<file path="config.mk">
export PLATFORM = sky130hd
export DESIGN_NAME = callee_frame_pusher
export DESIGN_NICKNAME = d
export VERILOG_FILES = /design/src/rtl/callee_frame_pusher.sv
export SDC_FILE = /design/constraint.sdc
export NUM_CORES = 1
export LEC_CHECK = 0
export ABC_AREA = 1
export ABC_CLOCK_PERIOD_IN_PS = 3800
export CORE_MARGIN = 2
export CORE_UTILIZATION = 42
export CTS_CLUSTER_DIAMETER = 200
export CTS_CLUSTER_SIZE = 30
export DETAILED_ROUTE_END_ITERATION = 16
export PLACE_DENSITY = 0.77
export SYNTH_ARGS = -nofsm -noshare
export SYNTH_HDL_FRONTEND = slang
export SYNTH_SLANG_ARGS = --single-unit
</file>
<file path="constraint.sdc">
create_clock -name clk -period 3.8 [get_ports clk]
set_input_delay 0.76 -clock clk [delete_from_list [all_inputs] [get_ports clk]]
set_output_delay 0.76 -clock clk [all_outputs]
set_load 0.02 [all_outputs]
</file>
<file path="src/rtl/callee_frame_pusher.sv">
module callee_frame_pusher #(
  parameter int unsigned NREG      = 8,
  parameter logic [31:0] SIGNATURE = 32'hFEFA125B
) (
  input  logic              clk,
  input  logic              rst_n,
  input  logic              start,
  input  logic              tail_chain,
  input  logic              lr_mode,
  input  logic              lr_spsel,
  input  logic [31:0]       cur_sp,
  input  logic [31:0]       sp_main_s,
  input  logic [31:0]       sp_proc_s,
  input  logic [32*NREG-1:0] regs,
  output logic              wr_valid,
  output logic [31:0]       wr_addr,
  output logic [31:0]       wr_data,
  input  logic              wr_ready,
  input  logic              wr_err,
  output logic              busy,
  output logic              done,
  output logic              error,
  output logic              sp_upd_valid,
  output logic [1:0]        sp_upd_sel,
  output logic [31:0]       sp_upd_value
);
  localparam int unsigned IW = $clog2(NREG + 1);
  localparam logic [31:0] FRAME_BYTES = 32'(8 + 4 * NREG);
  localparam logic [IW-1:0] LAST = IW'(NREG);

  logic               busy_q, done_q, err_q;
  logic [IW-1:0]      idx_q;
  logic [31:0]        base_q;
  logic [1:0]         sel_q;
  logic [32*NREG-1:0] regs_q;
  logic [31:0]        pick_sp;
  logic [1:0]         pick_sel;
  logic [IW-1:0]      widx;

  always_comb begin
    if (!tail_chain) begin
      pick_sp  = cur_sp;
      pick_sel = 2'd0;
    end else if (lr_mode && lr_spsel) begin
      pick_sp  = sp_proc_s;
      pick_sel = 2'd2;
    end else begin
      pick_sp  = sp_main_s;
      pick_sel = 2'd1;
    end
  end

  wire accept = busy_q & wr_ready;

  always_ff @(posedge clk) begin
    if (!rst_n) begin
      busy_q <= 1'b0;
      done_q <= 1'b0;
      err_q  <= 1'b0;
      idx_q  <= '0;
      base_q <= '0;
      sel_q  <= '0;
      regs_q <= '0;
    end else begin
      done_q <= 1'b0;
      err_q  <= 1'b0;
      if (!busy_q && start) begin
        busy_q <= 1'b1;
        idx_q  <= '0;
        base_q <= pick_sp - FRAME_BYTES;
        sel_q  <= pick_sel;
        regs_q <= regs;
      end else if (accept) begin
        if (wr_err) begin
          busy_q <= 1'b0;
          err_q  <= 1'b1;
        end else if (idx_q == LAST) begin
          busy_q <= 1'b0;
          done_q <= 1'b1;
        end else begin
          idx_q <= idx_q + 1'b1;
        end
      end
    end
  end

  assign widx         = idx_q - 1'b1;
  assign wr_valid     = busy_q;
  assign wr_addr      = base_q + ((idx_q == '0) ? 32'd0 : ((32'(idx_q) << 2) + 32'd4));
  assign wr_data      = (idx_q == '0) ? SIGNATURE : regs_q[int'(widx) * 32 +: 32];
  assign busy         = busy_q;
  assign done         = done_q;
  assign error        = err_q;
  assign sp_upd_valid = done_q;
  assign sp_upd_sel   = sel_q;
  assign sp_upd_value = base_q;

  assert_hold_R6: assert property (@(posedge clk) disable iff (!rst_n)
    wr_valid && !wr_ready |=> wr_valid && $stable(wr_addr) && $stable(wr_data));

  assert_skip_slot_R4: assert property (@(posedge clk) disable iff (!rst_n)
    wr_valid |-> wr_addr != sp_upd_value + 32'd4);

  assert_signature_first_R2: assert property (@(posedge clk) disable iff (!rst_n)
    $rose(wr_valid) |-> wr_addr == sp_upd_value && wr_data == SIGNATURE);

  assert_finish_R7: assert property (@(posedge clk) disable iff (!rst_n)
    wr_valid && wr_ready && !wr_err && wr_addr == sp_upd_value + FRAME_BYTES - 32'd4
    |=> done && sp_upd_valid && !wr_valid);

  assert_abort_R8: assert property (@(posedge clk) disable iff (!rst_n)
    error |-> !sp_upd_valid && !wr_valid && !done);

  assert_busy_start_R9: assert property (@(posedge clk) disable iff (!rst_n)
    busy && start && !(wr_ready && (wr_err || wr_addr == sp_upd_value + FRAME_BYTES - 32'd4))
    |=> busy && $stable(sp_upd_value) && $stable(sp_upd_sel));
endmodule

</file>
# Yosys cells after proc, flatten, opt, wreduce, memory -nomap -nowiden
# Index checks and enable logic that the tools add are counted.
# word_totals
in_bits,360
word_cells,42
ff_bits,297
output_inout_bits,103
# op_classes
shifts,1
mux,12
reduce_logical,11
add_sub_neg,5
n_eq_ne,1
bitwise_logic,5
# op_table
cell,n
$shiftx A256 B10 Y32,1
$mux W32,3
$add A32 B7 Y32,1
$sub A32 B6 Y32 const B,1
$add A6 B3 Y7 const B,1
$mux W7,1
$mux W1,6
$add A4 B1 Y4 const B,1
$eq A4 B4 Y1 const B,1
$logic_not A4 Y1,1
$mux W2,2
$not A1 Y1,4
$reduce_or A4 Y1,1
$sub A4 B1 Y4 const B,1
$reduce_and A3 Y1,1
$reduce_bool A3 Y1,1
$reduce_or A3 Y1,1
$logic_and A1 B1 Y1,2
$reduce_and A2 Y1,1
$reduce_bool A2 Y1,1
$reduce_or A2 Y1,1
$and A1 B1 Y1,1
$logic_not A1 Y1,1

# Logic depth before layout (Yosys ltp)
# Gate-level depths: netlist (run 1).
# logic_depth
ltp_word,5
ltp_mapped,18
ltp_nobuf,16

# Worst setup path before layout (run 1)
# Ideal clock, no wire load.
# synth_timing
path_type,flip-flop to output port
from,reg idx_q[0]
to,out wr_addr[20]
t_arrival_ns,3.548
required_ns,3.040
path_buffers,3
stages_incl_launch_ff,18
setup_slack_ns,-0.508
cell_sequence,dfxtp_1 -> inv_1 -> clkbuf_1 -> buf_1 -> ha_1 -> inv_1 -> clkbuf_1 -> nor2_1 -> inv_1 -> fa_1 -> nand3b_1 -> nand2_1 -> nand2_1 -> a21oi_1 -> nand2_1 -> nor3_1 -> nand3_1 -> xnor2_1
# synth_between
elab_chain_cells,3
word_cells_on_any_way,4
classes_between,add/sub (2); mux (1); reduce/logical (1)
# synth_rtl
element,line_no,text
from (decl),32,logic [IW-1:0] idx_q;
from (signal assigned),81,idx_q <= idx_q + 1'b1;
$add A6 B3 Y7 or $logic_not A4 Y1 (tied branches),89,assign wr_addr = base_q + ((idx_q == '0) ? 32'd0 : ((32'(idx_q) << 2) + 32'd4));
$mux W7 (*),89,
$add A32 B7 Y32 (*),89,
to (decl),16,"output logic [31:0] wr_addr,"
# Every way passes the cells marked *; elsewhere a longest branch is shown, timed or not.

# Worst setup path after layout (run 1)
# layout_timing
from,reg idx_q[1]
to,out wr_addr[12]
# Same word-level chain as after synthesis.

==> results of run 1 <==
cells in the mapped netlist:
cell,count,share of area (%)
sky130_fd_sc_hd__buf_2,28,0.98
sky130_fd_sc_hd__dfxtp_1,297,42
sky130_fd_sc_hd__clkbuf_1,91,2.4
sky130_fd_sc_hd__nand4_1,15,0.66
sky130_fd_sc_hd__o41ai_1,1,0.061
sky130_fd_sc_hd__nor2_1,154,4.0
sky130_fd_sc_hd__nand3_1,104,3.6
sky130_fd_sc_hd__nand3b_1,5,0.26
sky130_fd_sc_hd__ha_1,8,0.70
sky130_fd_sc_hd__o21ai_0,225,7.9
sky130_fd_sc_hd__inv_1,185,4.9
sky130_fd_sc_hd__a221oi_1,2,0.12
sky130_fd_sc_hd__nor2_4,2,0.16
sky130_fd_sc_hd__nand2_2,1,0.044
sky130_fd_sc_hd__xor2_1,30,1.8
sky130_fd_sc_hd__nand3_2,4,0.28
sky130_fd_sc_hd__buf_4,5,0.26
sky130_fd_sc_hd__nor2_2,13,0.57
sky130_fd_sc_hd__a31oi_1,3,0.13
sky130_fd_sc_hd__buf_1,4,0.11
sky130_fd_sc_hd__o21ai_1,2,0.070
sky130_fd_sc_hd__o211ai_1,45,2.4
sky130_fd_sc_hd__nand2_1,384,10
sky130_fd_sc_hd__buf_6,7,0.55
sky130_fd_sc_hd__a32o_1,1,0.070
sky130_fd_sc_hd__fa_1,1,0.14
sky130_fd_sc_hd__a21oi_1,124,4.3
sky130_fd_sc_hd__a22o_1,149,9.1
sky130_fd_sc_hd__nor4_1,3,0.13
sky130_fd_sc_hd__nor3_1,19,0.67
sky130_fd_sc_hd__o22ai_1,1,0.044
sky130_fd_sc_hd__xnor2_1,8,0.49
sky130_fd_sc_hd__or2_2,14,0.61
sky130_fd_sc_hd__a211oi_1,7,0.37
sky130_fd_sc_hd__inv_2,2,0.053
sky130_fd_sc_hd__a22oi_1,5,0.26
cell usage in the layout, fill, tap and decap left out, types with 4 or more instances in the layout:
master	instances
sky130_fd_sc_hd__buf_6	29
sky130_fd_sc_hd__o211ai_1	45
sky130_fd_sc_hd__nand2_4	5
sky130_fd_sc_hd__nand3_1	101
sky130_fd_sc_hd__xor2_1	24
sky130_fd_sc_hd__xnor2_1	4
sky130_fd_sc_hd__a22oi_1	5
sky130_fd_sc_hd__clkbuf_16	14
sky130_fd_sc_hd__nand4_1	15
sky130_fd_sc_hd__nand3b_1	5
sky130_fd_sc_hd__clkdlybuf4s50_1	425
sky130_fd_sc_hd__a21oi_1	120
sky130_fd_sc_hd__a211oi_1	7
sky130_fd_sc_hd__or2_2	13
sky130_fd_sc_hd__ha_4	5
sky130_fd_sc_hd__nor2_2	17
sky130_fd_sc_hd__inv_2	5
sky130_fd_sc_hd__xor2_2	6
sky130_fd_sc_hd__nand3_2	7
sky130_fd_sc_hd__diode_2	12
sky130_fd_sc_hd__buf_12	7
sky130_fd_sc_hd__a22o_1	149
sky130_fd_sc_hd__inv_1	180
sky130_fd_sc_hd__dlymetal6s2s_1	11
sky130_fd_sc_hd__nor3_1	15
sky130_fd_sc_hd__buf_4	84
sky130_fd_sc_hd__o21ai_0	224
sky130_fd_sc_hd__nor2_4	8
sky130_fd_sc_hd__dfxtp_1	295
sky130_fd_sc_hd__nor2_1	144
sky130_fd_sc_hd__nand2_2	8
sky130_fd_sc_hd__nand2_1	372
metrics by stage:
| stage | power (mW) | hold WS [ns] | instance area [µm²] |
|---|---|---|---|
| after floorplan | 4.26 | 0.421 | 14400 |
| after global placement | 5.12 | 0.434 | 19500 |
| after detailed placement | 5.13 | 0.439 | 19500 |
| after CTS | 6.75 | 0.461 | 20300 |
| after global routing | 7.05 | 0.478 | 20600 |
| final | 6.77 | 0.462 | 20600 |
layer usage:
layer | wire [µm] | vias to the layer above
met1 | 21900 | 7307
met2 | 27500 | 726
met3 | 4600 | 162
met4 | 3300 | 6
li1 | - | 7429
met5 | 40 | -
worst max-delay path by stage:
stage	startpoint	endpoint	slack [ns]	depth (start not counted)
floorplan	idx_q[0]$_SDFFE_PP0P_	wr_addr[30]	0.04	17
global placement	idx_q[1]$_SDFFE_PP0P_	wr_addr[30]	-0.22	17
detailed placement	idx_q[1]$_SDFFE_PP0P_	wr_addr[30]	-0.33	17
CTS	idx_q[1]$_SDFFE_PP0P_	wr_addr[12]	-0.18	18
global route	idx_q[1]$_SDFFE_PP0P_	wr_addr[12]	-0.34	18
finish	idx_q[1]$_SDFFE_PP0P_	wr_addr[12]	-0.25	18
worst max-delay path, cell delays in order (launching register included):
cell and delay (ns):
sky130_fd_sc_hd__dfxtp_2 0.38, sky130_fd_sc_hd__inv_2 0.07, sky130_fd_sc_hd__ha_4 0.17, sky130_fd_sc_hd__nand2_4 0.06, sky130_fd_sc_hd__nor2_4 0.05, sky130_fd_sc_hd__nor2_2 0.10, sky130_fd_sc_hd__ha_2 0.19, sky130_fd_sc_hd__inv_2 0.04
sky130_fd_sc_hd__fa_2 0.33, sky130_fd_sc_hd__nand3b_1 0.17, sky130_fd_sc_hd__nand2_2 0.09, sky130_fd_sc_hd__nand2_2 0.07, sky130_fd_sc_hd__a21oi_4 0.19, sky130_fd_sc_hd__nand2_4 0.09, sky130_fd_sc_hd__buf_6 0.13, sky130_fd_sc_hd__nor3_4 0.20
sky130_fd_sc_hd__buf_4 0.14, sky130_fd_sc_hd__xor2_1 0.14, sky130_fd_sc_hd__buf_4 0.16
timing repair:
action                                  in CTS  in global routing
endpoints found under the hold margin        0                  0
endpoints found under the setup margin      58                 57
gates resized for setup                    136                 72
buffers inserted                            36                 12
pin swaps                                   26                 21
cloned                                       1                  1
where the power goes:
part	switching, mW	leakage (nW)	total (mW)	internal, mW
clock	1.00	0.170	1.64	0.637
sequential	0.127	2.44	3.44	3.32
combinational	0.879	6.07	1.69	0.809
total	2.01	8.68	6.77	4.76
sequential cells by signal, summed over array words and instances (netlist names):
signal and count:
done 1, sp_upd_value 32, error 1, regs_q 256, sp_upd_sel 2, idx_q 4, busy 1
cell type report:
| class | count | share of cell area (%) |
|---|---|---|
| inverter | 187 | 3.44 |
| antenna | 12 | 0.146 |
| timing repair buffer | 570 | 27.4 |
| tap | 448 | 2.72 |
| multi-input combinational | 1330 | 35.8 |
| clock inverter | 2 | 0.0667 |
| clock buffer | 14 | 1.59 |
| sequential | 297 | 28.8 |
logic make-up (layout without fill, tap and decap cells):
logic type	after synthesis	count (layout)	synth area share (%)
xor+xnor	38	38	2.33
buf+inv	322	773	9.20
other cells	0	12	0
fa+ha+maj	9	9	0.841
simple gates	718	718	21.2
flops	297	297	41.6
compound gates	565	565	24.9
==> metrics.log, run 1 <==
[metrics] worst reg2reg path endpoint: idx_q[2]$_SDFFE_PP0P_
[metrics] met3 capacity usage during global routing: 5.90%
[metrics] Max rail drop VDD: approximately 0.29 mV
[metrics] CTS tree: built
[metrics] total of warnings raised by yosys: 0
[metrics] grt total ovfl: 0
[metrics] clock-pin slew on the worst setup and hold paths: 0.12 ns
[metrics] iteration count of the initial detailed-routing pass: 5
[metrics] sort of element at the start of the critical path: flop
[metrics] Boundary Pins: about 460
[metrics] unrepaired setup endpoints after global routing: yes
[metrics] data arrival time of the worst path: 3.29 ns
[metrics] setup TNS after final layout: -1.69 ns
[metrics] beginning of the worst register-to-register path: idx_q[0]$_SDFFE_PP0P_
[metrics] number of core rows: 67
[metrics] slack of the critical path: -0.246 ns
[metrics] maximum net fanout on the critical path: 4
[metrics] Max-slew headroom: 44.2%
[metrics] multi-input combinational cell area: 7390 µm²
[metrics] number of nets in the finished design: 2,768
[metrics] Inst Count DP: 2,783
[metrics] x dimension of the die: around 190 µm
[metrics] TritonCTS Buffers: 13
[metrics] Worst Path Required: 3.04 ns
[metrics] die area: 35,500 µm²
[metrics] Final Critical Period: 4.05 ns
[metrics] post-layout utilization of the core: 61.5%
[metrics] Maximum Capacitance Violations: 0
[metrics] vias in the first global route: 15,183
[metrics] final worst-path cycle share: 106%
[metrics] slew at the pin with the worst max-slew slack: 0.838 ns
[metrics] number of library cell types mapped by synthesis: 36
[metrics] Total Wirelength: 57.3 mm
[metrics] area grow syn2layout: 44.4%
[metrics] # hold bufs at CTS: 0
[metrics] cell at the root of the clock tree: sky130_fd_sc_hd__clkbuf_16
[metrics] violation count after the first detailed-routing iteration: 1,149
[metrics] antenna violations before repair: 15
[metrics] area of the core: 33,500 µm²
[metrics] Cell Count, Final, Fillers Out: around 2,900
[metrics] number of buffers on the longest clock path: 3
[metrics] synthesized cell area: ~14,000 µm²
[metrics] Detailed Place HPWL: 41.6 mm
[metrics] number of clock sinks: 297
[metrics] number of vias in the routed layout: 15,630
[metrics] clock latency on the worst-skew pair: 0.51 ns
[metrics] layout cells sized above 1: around a tenth
[metrics] final hold vios: 0
[metrics] count of final max-slew check failures: 0
[metrics] worst min-delay path class: reg -> reg
[metrics] CP endpoint kind: output port
[metrics] setup slack, reg-to-reg: -0.08 ns
[metrics] routability congestion estimate: 0.947
[metrics] number of stages on the worst hold path: 2
[metrics] violated checks: negative setup slack
[metrics] mean cell area of the mapped netlist: 7.33 µm²
[metrics] sequential cell area: 5950 µm²
[metrics] total leakage power: between 8 and 9 nW
[metrics] worst hold path endpoint: regs_q[210]$_SDFFE_PN0P_
[metrics] global routing usage on met2: 52.6%
[metrics] Final setup viols: 15
[metrics] number of fill cells in the layout: 2,997
[metrics] Top Usage Layer GRT: met2
[metrics] met1 usage: 36.2%
[metrics] Crit Path Class: reg -> out
[metrics] areal power density over the cells: between 300 and 400 nW/µm²
[metrics] height of the chip: 188 µm
[metrics] post-placement setup slack: -0.332 ns
[metrics] Post-Synthesis Net Count: 2,318
[metrics] sequential-to-total area share from yosys stat: 41.6%
[metrics] cell count of the worst reg-to-reg path: 30
[metrics] number of vias per cell: 5.47
[metrics] run status: finished with violations
[metrics] number of I/O port buffers: 462
[metrics] Routed wire per std cell: 20.0 µm
[metrics] wire length of the first global-routing pass: 85.5 mm
[metrics] remaining antenna violation count: 0
[metrics] global-route usage over all layers: 30.6%
[metrics] Initial Util: a little over two fifths
[metrics] worst-case clock skew: about 0.030 ns
[metrics] gate count after technology mapping: 1,949
[metrics] Max H-tree Level: 1
[metrics] number of design rule violations left after detail routing: 0
[metrics] largest net degree at the start of global routing: 183
[metrics] fmax: roughly 0.25 GHz
[metrics] Hold Path Origin: regs_q[210]$_SDFFE_PN0P_
[metrics] number of register bits inferred by synthesis: about 300
Note: power is estimated with default switching activity, not from simulation.
==> inputs of run 2 (changes only) <==
--- a/config.mk
+++ b/config.mk
@@ -6,8 +6,7 @@
 export NUM_CORES = 1
 export LEC_CHECK = 0
 export ABC_AREA = 1
-export ABC_CLOCK_PERIOD_IN_PS = 3800
-export CORE_MARGIN = 2
+export CORE_MARGIN = 3
 export CORE_UTILIZATION = 42
 export CTS_CLUSTER_DIAMETER = 200
 export CTS_CLUSTER_SIZE = 30
==> run 2 against run 1 <==
  * Global-route usage down 1.0 points
  * Fmax up 0.81%
  * Worst setup slack better by 0.032 ns
  * Critical path type unchanged
  * Count of clock-buffer cells in the layout down 1
  * Via count down 1.7%
  * Cell area down 2.0%
  * Die area up 2.1%
  * Highest routed layer unchanged
  * The run still ends with negative setup slack left
  * Critical path depth unchanged
==> metrics.log, run 2 (synthesis gave the netlist of run 1 again) <==
[metrics] run status: finished with violations
[metrics] violated checks: negative setup slack
[metrics] die area: 36,300 µm² (+2.1%)
[metrics] final hold slack: 0.461 ns (-0.000588 ns)
[metrics] worst min-delay path class: reg -> reg
[metrics] area of the core: 33,000 µm² (-1.5%)
[metrics] number of design rule violations left after detail routing: 0 (unchanged)
[metrics] layout cells sized above 1: 8.82% (-1.1 points)
[metrics] CTS tree: built
[metrics] number of vias per cell: 5.45 (-0.32%)
[metrics] clock latency on the worst-skew pair: 0.51 ns (about the same)
[metrics] Final setup viols: 9 (-6)
[metrics] largest net degree at the start of global routing: 131 (-28%)
[metrics] Final Critical Period: 4.01 ns (-0.0323 ns)
[metrics] Max stage delay on crit path: 0.36 ns (-0.02 ns)
[metrics] leading cell types in the layout, fill and taps excluded: sky130_fd_sc_hd__clkdlybuf4s50_1, sky130_fd_sc_hd__nand2_1, sky130_fd_sc_hd__dfxtp_1
[metrics] x dimension of the die: 190 µm (+1.1%)
[metrics] final worst-path cycle share: 106% (-0.85 points)
[metrics] violation count after the first detailed-routing iteration: 1,142 (-0.61%)
[metrics] TritonCTS Buffers: 13 (unchanged)
[metrics] Detailed Place HPWL: 42.7 mm (+2.7%)
[metrics] iteration count of the initial detailed-routing pass: 5 (unchanged)
[metrics] Max rail drop VDD: 0.266 mV (-9.1%)
[metrics] cell at the root of the clock tree: sky130_fd_sc_hd__clkbuf_16
[metrics] antenna violations before repair: 15 (unchanged)
[metrics] number of I/O port buffers: 462 (unchanged)
[metrics] # hold bufs at CTS: 0 (unchanged)
[metrics] unrepaired setup endpoints after global routing: yes
[metrics] total chip power: 6.73 mW (-0.59%)
[metrics] slowest stage cell, crit path: sky130_fd_sc_hd__dfxtp_2
[metrics] wire length of the first global-routing pass: 84.6 mm (-1.1%)
[metrics] Maximum Capacitance Violations: 0 (unchanged)
[metrics] routability congestion estimate: 0.952 (+0.52%)
[metrics] grt total ovfl: 0 (unchanged)
[metrics] number of vias in the routed layout: 15,368 (-1.7%)
[metrics] number of clock sinks: 297 (unchanged)
[metrics] max reg flops: 256 (unchanged)
[metrics] vias in the first global route: 14,911 (-1.8%)
[metrics] Crit Path Class: reg -> out
[metrics] data arrival time of the worst path: 3.25 ns (-0.04 ns)
[metrics] Boundary Pins: 463 (unchanged)
[metrics] number of buffers and inverters on the critical path: 5 (unchanged)
[metrics] number of core rows: 66 (-1.5%)
[metrics] fmax: 0.249 GHz (+0.81%)
[metrics] top register by number of flip-flops: regs_q
[metrics] most common cell after layout, fill and taps aside: sky130_fd_sc_hd__clkdlybuf4s50_1
[metrics] CP endpoint kind: output port
[metrics] maximum net fanout on the critical path: 4 (unchanged)
[metrics] post-placement setup slack: -0.262 ns (+0.0691 ns)
[metrics] area grow syn2layout: 41.6%
[metrics] slew at the pin with the worst max-slew slack: 0.627 ns (-0.211 ns)
[metrics] library cell appearing most often on the critical path: sky130_fd_sc_hd__nand2_2
[metrics] slack of the critical path: -0.214 ns (+0.0323 ns)
[metrics] Max-slew headroom: 58.2% (+14 points)
[metrics] global-route usage over all layers: 29.5% (-1.0 points)
[metrics] Max H-tree Level: 1 (unchanged)
[metrics] Routed wire per std cell: 20.2 µm (+0.98%)
[metrics] setup slack, reg-to-reg: 1.83 ns (+1.91 ns)
[metrics] crit-path cells: inv_2 > ha_4 > nand2_4 > nor2_4 > buf_4 > nor2_2 > inv_1 > fa_2 > nand3b_1 > nand2_2 > nand2_2 > a21oi_4 > nand2_4 > nor3_4 > buf_4 > nand2_2 > xor2_2 > buf_6
[metrics] final hold vios: 0 (unchanged)
[metrics] areal power density over the cells: 333 nW/µm² (+1.4%)
[metrics] total leakage power: 8.39 nW (-3.3%)
[metrics] number of fill cells in the layout: 2,961 (-1.2%)
[metrics] worst-case clock skew: 0.0243 ns (-0.00549 ns)
[metrics] height of the chip: 190 µm (+1.1%)
[metrics] multi-input combinational cell area: 7350 µm² (-0.56%)
[metrics] sort of element at the start of the critical path: flop
[metrics] Worst path top cell family by delay: simple AND/OR/NAND/NOR gates
[metrics] number of nets in the finished design: 2,738 (-1.1%)
[metrics] sequential cell area: 5950 µm² (unchanged)
[metrics] number of buffers on the longest clock path: 3 (unchanged)
[metrics] clock-pin slew on the worst setup and hold paths: 0.12 ns (about the same)
[metrics] Total Wirelength: 57.1 mm (-0.40%)
[metrics] Worst Path Required: 3.04 ns (about the same)
[metrics] post-layout utilization of the core: 61.3% (-0.29 points)
[metrics] count of final max-slew check failures: 0 (unchanged)
[metrics] Initial Util: 43.3% (+0.65 points)
[metrics] remaining antenna violation count: 0 (unchanged)
## run 2: changes by cell type in the layout (fill, tap and decap cells not counted), sizes merged
| cell | delta |
|---|---|
| diode | -2 |
| clkdlybuf4s50 | +4 |
| bufbuf | -1 |
| clkdlybuf4s15 | -2 |
| dlymetal6s2s | -7 |
| buf | -25 |
## run 2: final timing paths
kind                                  from                       end  cells after the start
hold reg to reg   regs_q[210]$_SDFFE_PN0P_  regs_q[210]$_SDFFE_PN0P_                      2
hold / removal    regs_q[210]$_SDFFE_PN0P_  regs_q[210]$_SDFFE_PN0P_                      2
setup / recovery     idx_q[1]$_SDFFE_PP0P_               wr_addr[16]                     18
setup reg to reg         busy$_SDFFE_PN0P_  regs_q[205]$_SDFFE_PN0P_                      6
## run 2: final cells by class
| cell class | count | area share (%) |
|---|---|---|
| multi-input cells | 1330 | 36.3 |
| flip-flops and latches | 297 | 29.4 |
| repair buffers | 540 | 26.2 |
| inverters | 187 | 3.48 |
| well taps | 442 | 2.73 |
| clock buffers | 13 | 1.61 |
| diodes | 10 | 0.124 |
| clock inverters | 2 | 0.0680 |
## run 2: what timing repair did
action | 4_1_cts | 5_1_grt
resized for setup | 130 | 56
setup buffers | 2 | 9
endpoints found under the hold margin | 0 | 0
pin swaps | 18 | 21
endpoints found under the setup margin | 58 | 44
cloned | 0 | 1
## run 2: metal layers
metal,vias up,GRT usage [%],share of wire [%]
li1,7377,-,-
met1,7219,35.6,39
met2,645,51.1,48
met3,115,6.78,8.5
met4,12,11.5,4.0
met5,-,0,0.13
## run 2: tightest hold or removal path, stage by stage, from the launching register on
cell and delay, ns:
sky130_fd_sc_hd__dfxtp_1 0.33, sky130_fd_sc_hd__nand2_1 0.06, sky130_fd_sc_hd__nand2_1 0.05
## run 2: through the flow
step	cell area [µm²]	cells	TNS (ns)
final	20200	2821	-1.36
after global routing	20200	2820	-3.92
after CTS	20000	2802	-0.871
after detailed placement	19600	2785	-1.79
after global placement	19600	2785	-0.951
after floorplan	14400	1949	0
## run 2: report_power, final
part / switching [mW] / internal (mW) / leakage (nW)
sequential: 0.126 / 3.32 / 2.44
clock: 0.985 / 0.633 / 0.169
combinational: 0.873 / 0.796 / 5.78
==> inputs of run 3 (changes only) <==
--- a/config.mk
+++ b/config.mk
@@ -15,3 +15,4 @@
 export SYNTH_ARGS = -nofsm -noshare
 export SYNTH_HDL_FRONTEND = slang
 export SYNTH_SLANG_ARGS = --single-unit
+export TNS_END_PERCENT = 50
==> run 3 against run 2 <==
  * The run still ends with negative setup slack left
  * Power hardly changed
  * Global-route usage stayed put
  * Wire length about the same
  * First-iteration DRC count decreased by 0.26%
  * Largest power group unchanged
  * Critical path depth is the same
==> metrics.log, run 3 (synthesis gave the netlist of run 1 again) <==
[metrics] number of core rows: 66 (unchanged)
[metrics] height of the chip: 190 µm (unchanged)
[metrics] post-placement setup slack: -0.262 ns (unchanged)
[metrics] violated checks: negative setup slack
[metrics] post-layout utilization of the core: 61.2% (about the same)
[metrics] setup TNS after final layout: -1.38 ns (-0.0267 ns)
[metrics] worst min-delay path class: reg -> reg
[metrics] worst reg2reg path endpoint: regs_q[205]$_SDFFE_PN0P_
[metrics] Routed wire per std cell: 20.2 µm (about the same)
[metrics] Max-slew headroom: 58.6% (+0.35 points)
[metrics] Comb power frac: 24.8% (about the same)
[metrics] layout cells sized above 1: 8.82% (unchanged)
[metrics] antenna violations before repair: 15 (unchanged)
[metrics] sort of element at the start of the critical path: flop
[metrics] final hold vios: 0 (unchanged)
[metrics] worst hold path endpoint: regs_q[210]$_SDFFE_PN0P_
[metrics] Worst Path Required: 3.04 ns (about the same)
[metrics] violation count after the first detailed-routing iteration: 1,139 (-0.26%)
[metrics] slack of the critical path: -0.225 ns (-0.0112 ns)
[metrics] number of stages on the worst hold path: 2 (unchanged)
[metrics] area of the core: 33,000 µm² (unchanged)
[metrics] global-route usage over all layers: 29.5% (unchanged)
[metrics] length of routed wiring on met1: 22.0 mm (-1.0%)
[metrics] CTS tree: built
[metrics] number of I/O port buffers: 462 (unchanged)
[metrics] clock-pin slew on the worst setup and hold paths: 0.12 ns (about the same)
[metrics] number of nets in the finished design: 2,738 (unchanged)
[metrics] top register by number of flip-flops: regs_q
[metrics] total length of routed met2 wires: 27.7 mm (+0.19%)
[metrics] run status: finished with violations
[metrics] Total Wirelength: 57.1 mm (about the same)
[metrics] most common cell after layout, fill and taps aside: sky130_fd_sc_hd__clkdlybuf4s50_1
[metrics] Initial Util: 43.3% (unchanged)
[metrics] number of vias per cell: 5.46 (+0.29%)
[metrics] unrepaired setup endpoints after global routing: yes
[metrics] cell count of the worst reg-to-reg path: 6 (unchanged)
[metrics] vias in the first global route: 14,911 (unchanged)
[metrics] Maximum Capacitance Violations: 0 (unchanged)
[metrics] TritonCTS Buffers: 13 (unchanged)
[metrics] CP endpoint kind: output port
[metrics] Crit Path Class: reg -> out
[metrics] remaining antenna violation count: 0 (unchanged)
[metrics] worst-case clock skew: 0.0239 ns (-0.000389 ns)
[metrics] number of vias in the routed layout: 15,412 (+0.29%)
[metrics] die area: 36,300 µm² (unchanged)
[metrics] number of design rule violations left after detail routing: 0 (unchanged)
[metrics] Hold Path Origin: regs_q[210]$_SDFFE_PN0P_
[metrics] fmax: 0.248 GHz (-0.28%)
[metrics] largest net degree at the start of global routing: 131 (unchanged)
[metrics] Final setup viols: 9 (unchanged)
[metrics] iteration count of the initial detailed-routing pass: 5 (unchanged)
[metrics] total leakage power: 8.38 nW (-0.18%)
[metrics] final worst-path cycle share: 106% (+0.29 points)
[metrics] leading cell types in the layout, fill and taps excluded: sky130_fd_sc_hd__clkdlybuf4s50_1, sky130_fd_sc_hd__nand2_1, sky130_fd_sc_hd__dfxtp_1
[metrics] routability congestion estimate: 0.952 (unchanged)
[metrics] clock latency on the worst-skew pair: 0.51 ns (about the same)
[metrics] setup slack, reg-to-reg: 1.82 ns (about the same)
[metrics] Boundary Pins: 463 (unchanged)
[metrics] cell at the root of the clock tree: sky130_fd_sc_hd__clkbuf_16
[metrics] # hold bufs at CTS: 0 (unchanged)
[metrics] maximum net fanout on the critical path: 4 (unchanged)
[metrics] switching part of the total: 29.4% (-0.055 points)
[metrics] Max rail drop VDD: 0.267 mV (+0.42%)
[metrics] number of clock sinks: 297 (unchanged)
[metrics] amount of wire on met3 after detailed routing: 4.97 mm (+1.9%)
[metrics] Psw: 1.98 mW (-0.28%)
[metrics] areal power density over the cells: 332 nW/µm² (about the same)
[metrics] Final Critical Period: 4.02 ns (+0.0112 ns)
[metrics] count of final max-slew check failures: 0 (unchanged)
[metrics] Detailed Place HPWL: 42.7 mm (unchanged)
[metrics] area grow syn2layout: 41.5% (about the same)
[metrics] max reg flops: 256 (unchanged)
[metrics] Sequential Power Share: 51.2% (about the same)
[metrics] Clk network pwr share: 24.0% (about the same)
[metrics] beginning of the worst register-to-register path: busy$_SDFFE_PN0P_
[metrics] data arrival time of the worst path: 3.26 ns (about the same)
[metrics] Max H-tree Level: 1 (unchanged)
[metrics] slew at the pin with the worst max-slew slack: 0.621 ns (-0.00527 ns)
[metrics] grt total ovfl: 0 (unchanged)
[metrics] x dimension of the die: 190 µm (unchanged)
[metrics] top routing layer in use: met5
[metrics] internal portion of total power: 4.74 mW (about the same)
[metrics] number of buffers on the longest clock path: 3 (unchanged)
[metrics] wire length of the first global-routing pass: 84.6 mm (unchanged)
[metrics] total chip power: 6.72 mW (about the same)
-- run 3: cell types whose count changed in the layout (fill, tap and decap cells not counted) --
cell                              delta
sky130_fd_sc_hd__nand2_4             -1
sky130_fd_sc_hd__clkdlybuf4s50_1     +1
sky130_fd_sc_hd__dlymetal6s2s_1      -1
sky130_fd_sc_hd__nand2_2             +1
sky130_fd_sc_hd__buf_6               -1
sky130_fd_sc_hd__buf_4               +1
-- run 3: metal layers --
metal | up-vias | global-route usage (%)
met3 | 119 | 6.78
met2 | 646 | 51.1
met5 | - | 0
met1 | 7261 | 35.6
li1 | 7374 | -
met4 | 12 | 11.5
-- run 3: worst max path at each step --
stage | startpoint | to | slack (ns)
floorplan | idx_q[0]$_SDFFE_PP0P_ | wr_addr[30] | 0.04
global placement | idx_q[1]$_SDFFE_PP0P_ | wr_addr[30] | -0.18
detailed placement | idx_q[1]$_SDFFE_PP0P_ | wr_addr[14] | -0.26
CTS | idx_q[0]$_SDFFE_PP0P_ | wr_addr[14] | -0.19
global route | idx_q[1]$_SDFFE_PP0P_ | wr_addr[16] | -0.37
finish | idx_q[0]$_SDFFE_PP0P_ | wr_addr[16] | -0.22
-- run 3: power groups by stage --
stage               registers [mW]  clock network [mW]  logic (mW)
floorplan                     3.51                   0       0.756
global placement              3.50                   0        1.62
detailed placement            3.51                   0        1.64
CTS                           3.44                1.65        1.64
global route                  3.46                1.76        1.80
finish                        3.44                1.61        1.67
-- run 3: area by class of cell --
type	instances	area, µm²
Timing Repair Buffer	540	5300
Multi-Input combinational cell	1330	7340
Fill cell	2965	12800
Clock buffer	13	325
Inverter	187	704
Clock inverter	2	13.8
Antenna cell	10	25.0
Sequential cell	297	5950
Tap cell	442	553
-- run 3: metrics by stage --
step           instance area (µm²)  hold WS [ns]  cells
2_1_floorplan                14400         0.421   1949
3_3_place_gp                 19600         0.435   2785
3_5_place_dp                 19600         0.439   2785
4_1_cts                      20000         0.462   2802
5_1_grt                      20200         0.478   2820
6_report                     20200         0.461   2821
-- run 3: worst max-delay path, stage by stage (launching register included) --
cell and delay [ns]:
sky130_fd_sc_hd__dfxtp_4 0.38, sky130_fd_sc_hd__inv_4 0.04, sky130_fd_sc_hd__ha_4 0.16, sky130_fd_sc_hd__nand2_4 0.06, sky130_fd_sc_hd__nor2_4 0.04, sky130_fd_sc_hd__buf_4 0.13, sky130_fd_sc_hd__nor2_2 0.11, sky130_fd_sc_hd__inv_1 0.07
sky130_fd_sc_hd__fa_2 0.36, sky130_fd_sc_hd__nand3b_1 0.18, sky130_fd_sc_hd__nand2_2 0.09, sky130_fd_sc_hd__nand2_2 0.06, sky130_fd_sc_hd__a21oi_4 0.21, sky130_fd_sc_hd__nand2_4 0.09, sky130_fd_sc_hd__nor3_4 0.28, sky130_fd_sc_hd__buf_4 0.16
sky130_fd_sc_hd__nand2_2 0.06, sky130_fd_sc_hd__xor2_2 0.16, sky130_fd_sc_hd__buf_6 0.14
-- run 3: timing repair --
item	4_1_cts	5_1_grt
cloned	0	1
pin swaps	18	21
buffers inserted	2	9
endpoints found under the setup margin	58	44
gates resized for setup	130	53
